### config.mk
export PLATFORM = sky130hd
export DESIGN_NAME = dma_chan_regs
export DESIGN_NICKNAME = d
export VERILOG_FILES = /design/src/rtl/dma_chan_regs.sv
export SDC_FILE = /design/constraint.sdc
export NUM_CORES = 1
export LEC_CHECK = 0
export ABC_AREA = 1
export BUFFER_PORTS_ARGS = -buffer_cell sky130_fd_sc_hd__buf_2
export CAP_MARGIN = 5
export CORE_UTILIZATION = 59
export DETAILED_ROUTE_END_ITERATION = 8
export PLACE_DENSITY = 0.8
export SYNTH_ARGS = -nofsm -noshare
export SYNTH_HDL_FRONTEND = slang
export SYNTH_SLANG_ARGS = --single-unit
### constraint.sdc
create_clock -name clk -period 3.5 [get_ports clk]
set_clock_uncertainty 0.05 [all_clocks]
set_input_delay 0 -clock clk [delete_from_list [all_inputs] [get_ports clk]]
set_output_delay 0 -clock clk [all_outputs]
set_load 0.02 [all_outputs]
### src/rtl/dma_chan_regs.sv
module dma_chan_regs #(
  parameter int ADDR_W = 16,
  parameter int DATA_W = 32
) (
  input  logic              clk,
  input  logic              rst_n,
  input  logic              req_valid,
  input  logic              req_write,
  input  logic [ADDR_W-1:0] req_addr,
  input  logic [DATA_W/8-1:0] req_be,
  input  logic [DATA_W-1:0] req_wdata,
  output logic              rd_valid,
  output logic [DATA_W-1:0] rd_data,
  input  logic              xfer_done,
  output logic              chan_enable,
  output logic              chan_dev2mem,
  output logic              chan_update
);
  localparam int NPTR = 6;
  localparam int BE_W = DATA_W / 8;
  localparam logic [ADDR_W-1:0] CTRL_OFS = '0;

  logic en_q, upd_q, cmpl_q, dir_q;
  logic full, wr_ok, rd_ok, ctrl_hit;
  logic [NPTR-1:0] ptr_hit;
  logic [DATA_W-1:0] ptr_q [NPTR];
  logic [DATA_W-1:0] rd_mux;

  assign full     = req_be == {BE_W{1'b1}};
  assign wr_ok    = req_valid & req_write & full;
  assign rd_ok    = req_valid & ~req_write & full;
  assign ctrl_hit = req_addr == CTRL_OFS;

  for (genvar g = 0; g < NPTR; g++) begin : g_ptr
    localparam int OFS_I = (g < 4) ? ('h4000 + 4 * g) : ('h4200 + 4 * (g - 4));
    localparam logic [ADDR_W-1:0] OFS = ADDR_W'(OFS_I);
    assign ptr_hit[g] = req_addr == OFS;
    always_ff @(posedge clk) begin
      if (!rst_n)
        ptr_q[g] <= '0;
      else if (wr_ok && ptr_hit[g])
        ptr_q[g] <= req_wdata;
    end
  end

  always_ff @(posedge clk) begin
    if (!rst_n) begin
      en_q   <= 1'b0;
      upd_q  <= 1'b0;
      cmpl_q <= 1'b0;
      dir_q  <= 1'b0;
    end else begin
      if (wr_ok && ctrl_hit) begin
        if (req_wdata[4]) begin
          en_q   <= 1'b0;
          upd_q  <= 1'b0;
          cmpl_q <= 1'b0;
          dir_q  <= 1'b0;
        end else begin
          if (req_wdata[0]) en_q   <= 1'b1;
          if (req_wdata[1]) upd_q  <= 1'b1;
          if (req_wdata[2]) cmpl_q <= 1'b0;
          if (req_wdata[3]) dir_q  <= 1'b1;
        end
      end
      if (xfer_done) begin
        cmpl_q <= 1'b1;
        en_q   <= 1'b0;
      end
    end
  end

  always_comb begin
    rd_mux = '0;
    if (ctrl_hit)
      rd_mux[3:0] = {dir_q, cmpl_q, upd_q, en_q};
    for (int i = 0; i < NPTR; i++)
      if (ptr_hit[i]) rd_mux = ptr_q[i];
  end

  always_ff @(posedge clk) begin
    if (!rst_n) begin
      rd_valid <= 1'b0;
      rd_data  <= '0;
    end else begin
      rd_valid <= rd_ok;
      rd_data  <= rd_ok ? rd_mux : '0;
    end
  end

  assign chan_enable  = en_q;
  assign chan_dev2mem = dir_q;
  assign chan_update  = upd_q;
endmodule

# After elaboration in Yosys (flattened, before gate mapping)

Memories as Yosys holds them, arrays and structs flattened.
Cells that the tools add are included.
W data, S select, Z words.

Equal/unequal tests: 7
Multiplexer cells: 42
Bitwise gates (word level): 12
Reduce and logical (&&, ||, !) cells: 19

Operator list:

| operator               | count |
|---|---|
| $mux W32               | 12 |
| $eq A16 B15 Y1 const B | 6 |
| $mux W1                | 29 |
| $logic_not A16 Y1      | 1 |
| $reduce_and A2 Y1      | 5 |
| $reduce_bool A2 Y1     | 4 |
| $logic_and A1 B1 Y1    | 7 |
| $or A1 B1 Y1           | 6 |
| $and A1 B1 Y1          | 4 |
| $eq A4 B4 Y1 const B   | 1 |
| $mux W4                | 1 |
| $reduce_bool A3 Y1     | 1 |
| $not A1 Y1             | 2 |
| $reduce_or A2 Y1       | 1 |

Flip-flop bits (word level): 37
Bits in writable memories: 192
Word-level logic and storage cells: 87
Memories: 1

Memory list:

| name  | words | bits a word | read ports | clocked after memory_dff | write ports | line | text |
|---|---|---|---|---|---|---|---|
| ptr_q | 6     | 32          | 6          | 0                        | 6           | 26   | `logic [DATA_W-1:0] ptr_q [NPTR];` |

# Logic depth before layout (Yosys ltp)

Depth in word-level cells: 8
Mapped depth: 13
Gate-level depth less buffers: 12

# Worst setup path before layout

OpenSTA, ideal clock, no wires.

Path type: input to register
From: input port req_addr[13]
To: memory ptr_q[5][0] (enable)
Setup time: 0.425 ns
Arrival: 2.369 ns
Data required time: 3.025 ns
Slack: 0.656 ns
Cell stages on the path: 7
Path buffers: 2
Cell sequence: nor2_1 > nand2_1 > nor2_2 > nand2_1 > buf_2 > clkbuf_1 > o21ai_1

RTL lines:

| element         | line | text |
|---|---|---|
| start, declared | 9    | `input logic [ADDR_W-1:0] req_addr,` |
| end, declared   | 26   |  |

==> metrics.md <==
| Metric | Value |
|---|---|
| Outcome | `finished clean` |
| # Post-CTS Setup Buffers | `0` |
| Post-Syn Area per Cell | `10.0 sq um` |
| Nets | `1136` |
| Max-slew headroom | `44.1%` |
| Slew @ Worst Pin | `0.837 ns` |
| DR pass1 iterations | `5` |
| Number of global-route vias before repair | `6909` |
| Core Rows | `46` |
| Required @ worst endpoint | `3.65 ns` |
| Vias | `7240` |
| Worst skew pair latency | `0.50 ns` |
| Die Span Y | `129 microns` |
| Setup TNS | `0 ns` |
| Buf/Inv on CP | `5` |
| Syn_nets | `1005` |
| Clock sink total | `229` |
| Post-Synthesis Cells | `948` |
| Final Hold Viols | `0` |
| Synthesis-to-finish area growth | `20.2%` |
| Clk root buf | `clkbuf_16` |
| Synth Register Bits | `229` |
| Post-synthesis sequential area ratio | `68.5%` |
| Initial Util | `60.2%` |
| Final instance area | `11400 sq um` |
| Max IR drop VDD | `0.493 mV` |
| Crit Path Max Fanout | `22` |
| Min Tclk post-route | `2.24 ns` |
| Final setup viols | `0` |
| CP Launch Point | `req_write` |
| Via/cell ratio | `5.52` |
| Fin crit share | `64.0%` |
| Worst Setup Start Kind | `primary input` |
| Largest net degree at the start of global routing | `65` |
| GPL Wtd Cong | `0.809` |
| Inserted Clock Buffers | `23` |
| Cell Area, Synth | `9490 sq um` |
| Synth top area cells | `edfxtp_1 61%, nor2_1 10%, dfxtp_1 7.8%` |
| Global-route wire length before repair | `35.2 mm` |
| Yosys top cell area share | `60.7%` |
| CP Cell Sequence | `dlygate4sd3_1, buf_2, inv_2, nor3_2, inv_2, o21ai_2, buf_12` |
| Fraction of layout cells with a size suffix above 1 | `15.9%` |
| Slew Limit Fails | `0` |
| Die area | `16600 sq um` |
| CTS clk-pin slew, worst paths | `0.06 ns` |
| Hold Buf Count CTS | `39` |
| Critical path arrival | `2.39 ns` |
| DP HPWL | `12.7 mm` |
| Number of port buffers | `92` |
| Total track usage | `28.4%` |
| PostCTS Resize Cnt | `0` |
| Crit-path leading delay family | `buffers and inverters` |
| Hold Path Class | `primary input to flop` |
| Critical path class | `primary input to flop` |
| Synth warnings | `0` |
| DRC Markers | `0` |
| Max cap viols | `0` |
| Core ar. | `15800 sq um` |
| Top cell by count, worst path | `inv_2` |
| Iteration-0 DRC count of the detailed router | `844` |
| Setup crit end kind | `flop` |
| Area after DPL | `10300 sq um` |
| R2r startpoint | `chan_enable` |
| Antenna Diode Count | `0` |
| Largest buffer count on any clock path | `3` |
| Avg WL per Cell | `17.6 microns` |
| PD cells | `505 nW/um^2` |
| TritonCTS clock tree | `done` |
| Antenna violations before repair | `0` |
| HP Start | `req_valid` |
| P_leak | `4.83 nW` |
| # IOs | `93` |
| CP max stage cell | `o21ai_2` |
| Layout Utilization | `72.4%` |
| Antenna viol nets, final | `0` |
| Final wirelength | `23.1 mm` |
| Most area-hungry cell type in the Yosys netlist | `edfxtp_1` |
| Grt ovf | `0` |
| Most common cell after layout, fill and taps aside | `nor2_1` |
| CP max stage delay | `0.62 ns` |
| Fmax | `447 MHz` |
| Unrepaired setup endpoints after global routing | `false` |
| Synth cell types | `24` |
| Die Width | `129 microns` |
| Commonest non-fill, non-tap cells in the layout | `261 x nor2_1, 192 x edfxtp_1, 179 x nand2_1, 92 x buf_2, 70 x inv_1` |
| Htree depth | `1` |
==> cell usage after synthesis (all sizes together) <==
library cell	instances
nor2	265
inv	81
a21oi	13
nand2	180
o21ai	43
nand3b	6
and3	1
edfxtp	192
nor3	3
buf	21
nor4	1
dfxtp	37
clkbuf	26
nand3	53
nand4	25
clkinv	1
==> flip-flops by register name, summed over array words and instances, names as in the netlist <==
| register | count |
|---|---|
| chan_dev2mem | 1 |
| ptr_q | 192 |
| chan_enable | 1 |
| cmpl_q | 1 |
| rd_data | 32 |
| rd_valid | 1 |
| chan_update | 1 |
==> per-layer routing <==
layer,track usage (%),up-vias,routed length [microns]
met5,0,-,0
met4,8.86,0,486
met3,3.62,42,2130
met2,49.1,408,11400
met1,37.7,3417,9130
li1,-,3373,-
==> worst reg2reg max path: cells and delay by family (launching register included) <==
family	cells	cell delay (ns)
compound gates	1	0.12
buf+inv	1	0.55
flops	1	0.33
simple gates	1	0.05
==> final cells by class <==
class	count	area, sq um
Tap cell	216	270
Inverter	82	308
Multi-Input combinational cell	590	2520
Clock buffer	31	646
Clock inverter	10	121
Sequential cell	229	6510
Fill cell	1130	4360
Timing Repair Buffer	153	1040
==> per-stage QoR <==
stage	setup slack, ns	hold slack (ns)	cells	power [mW]
floorplan	0.656	0.0293	948	3.22
global placement	1.33	0.136	1231	3.30
detailed placement	1.22	0.134	1231	3.31
CTS	1.31	0.0447	1311	5.78
global route	1.17	0.0535	1311	5.92
finish	1.26	0.0617	1311	5.77
==> cells by family (layout without fill, tap and decap cells) <==
group / count (synthesis) / after routing / share of synthesized area, %
compound gates: 56 / 56 / 2.95
buf+inv: 129 / 276 / 5.34
flops: 229 / 229 / 68.5
simple gates: 534 / 534 / 23.2
==> worst paths after layout <==
path                            cells past startpoint           end  slack, ns
worst min-delay path                                4      rd_valid       0.06
worst min register to register                      2   rd_data[31]       0.45
worst max register to register                      3   chan_enable       2.29
worst max-delay path                                7  ptr_q[1][28]       1.26
==> power by group <==
part	switching [mW]	total, mW	internal, mW
Combinational	0.126	0.194	0.0683
Sequential	0.0327	3.09	3.06
Clock	0.975	2.48	1.51
No activity file was read; power rests on OpenSTA's default activity.
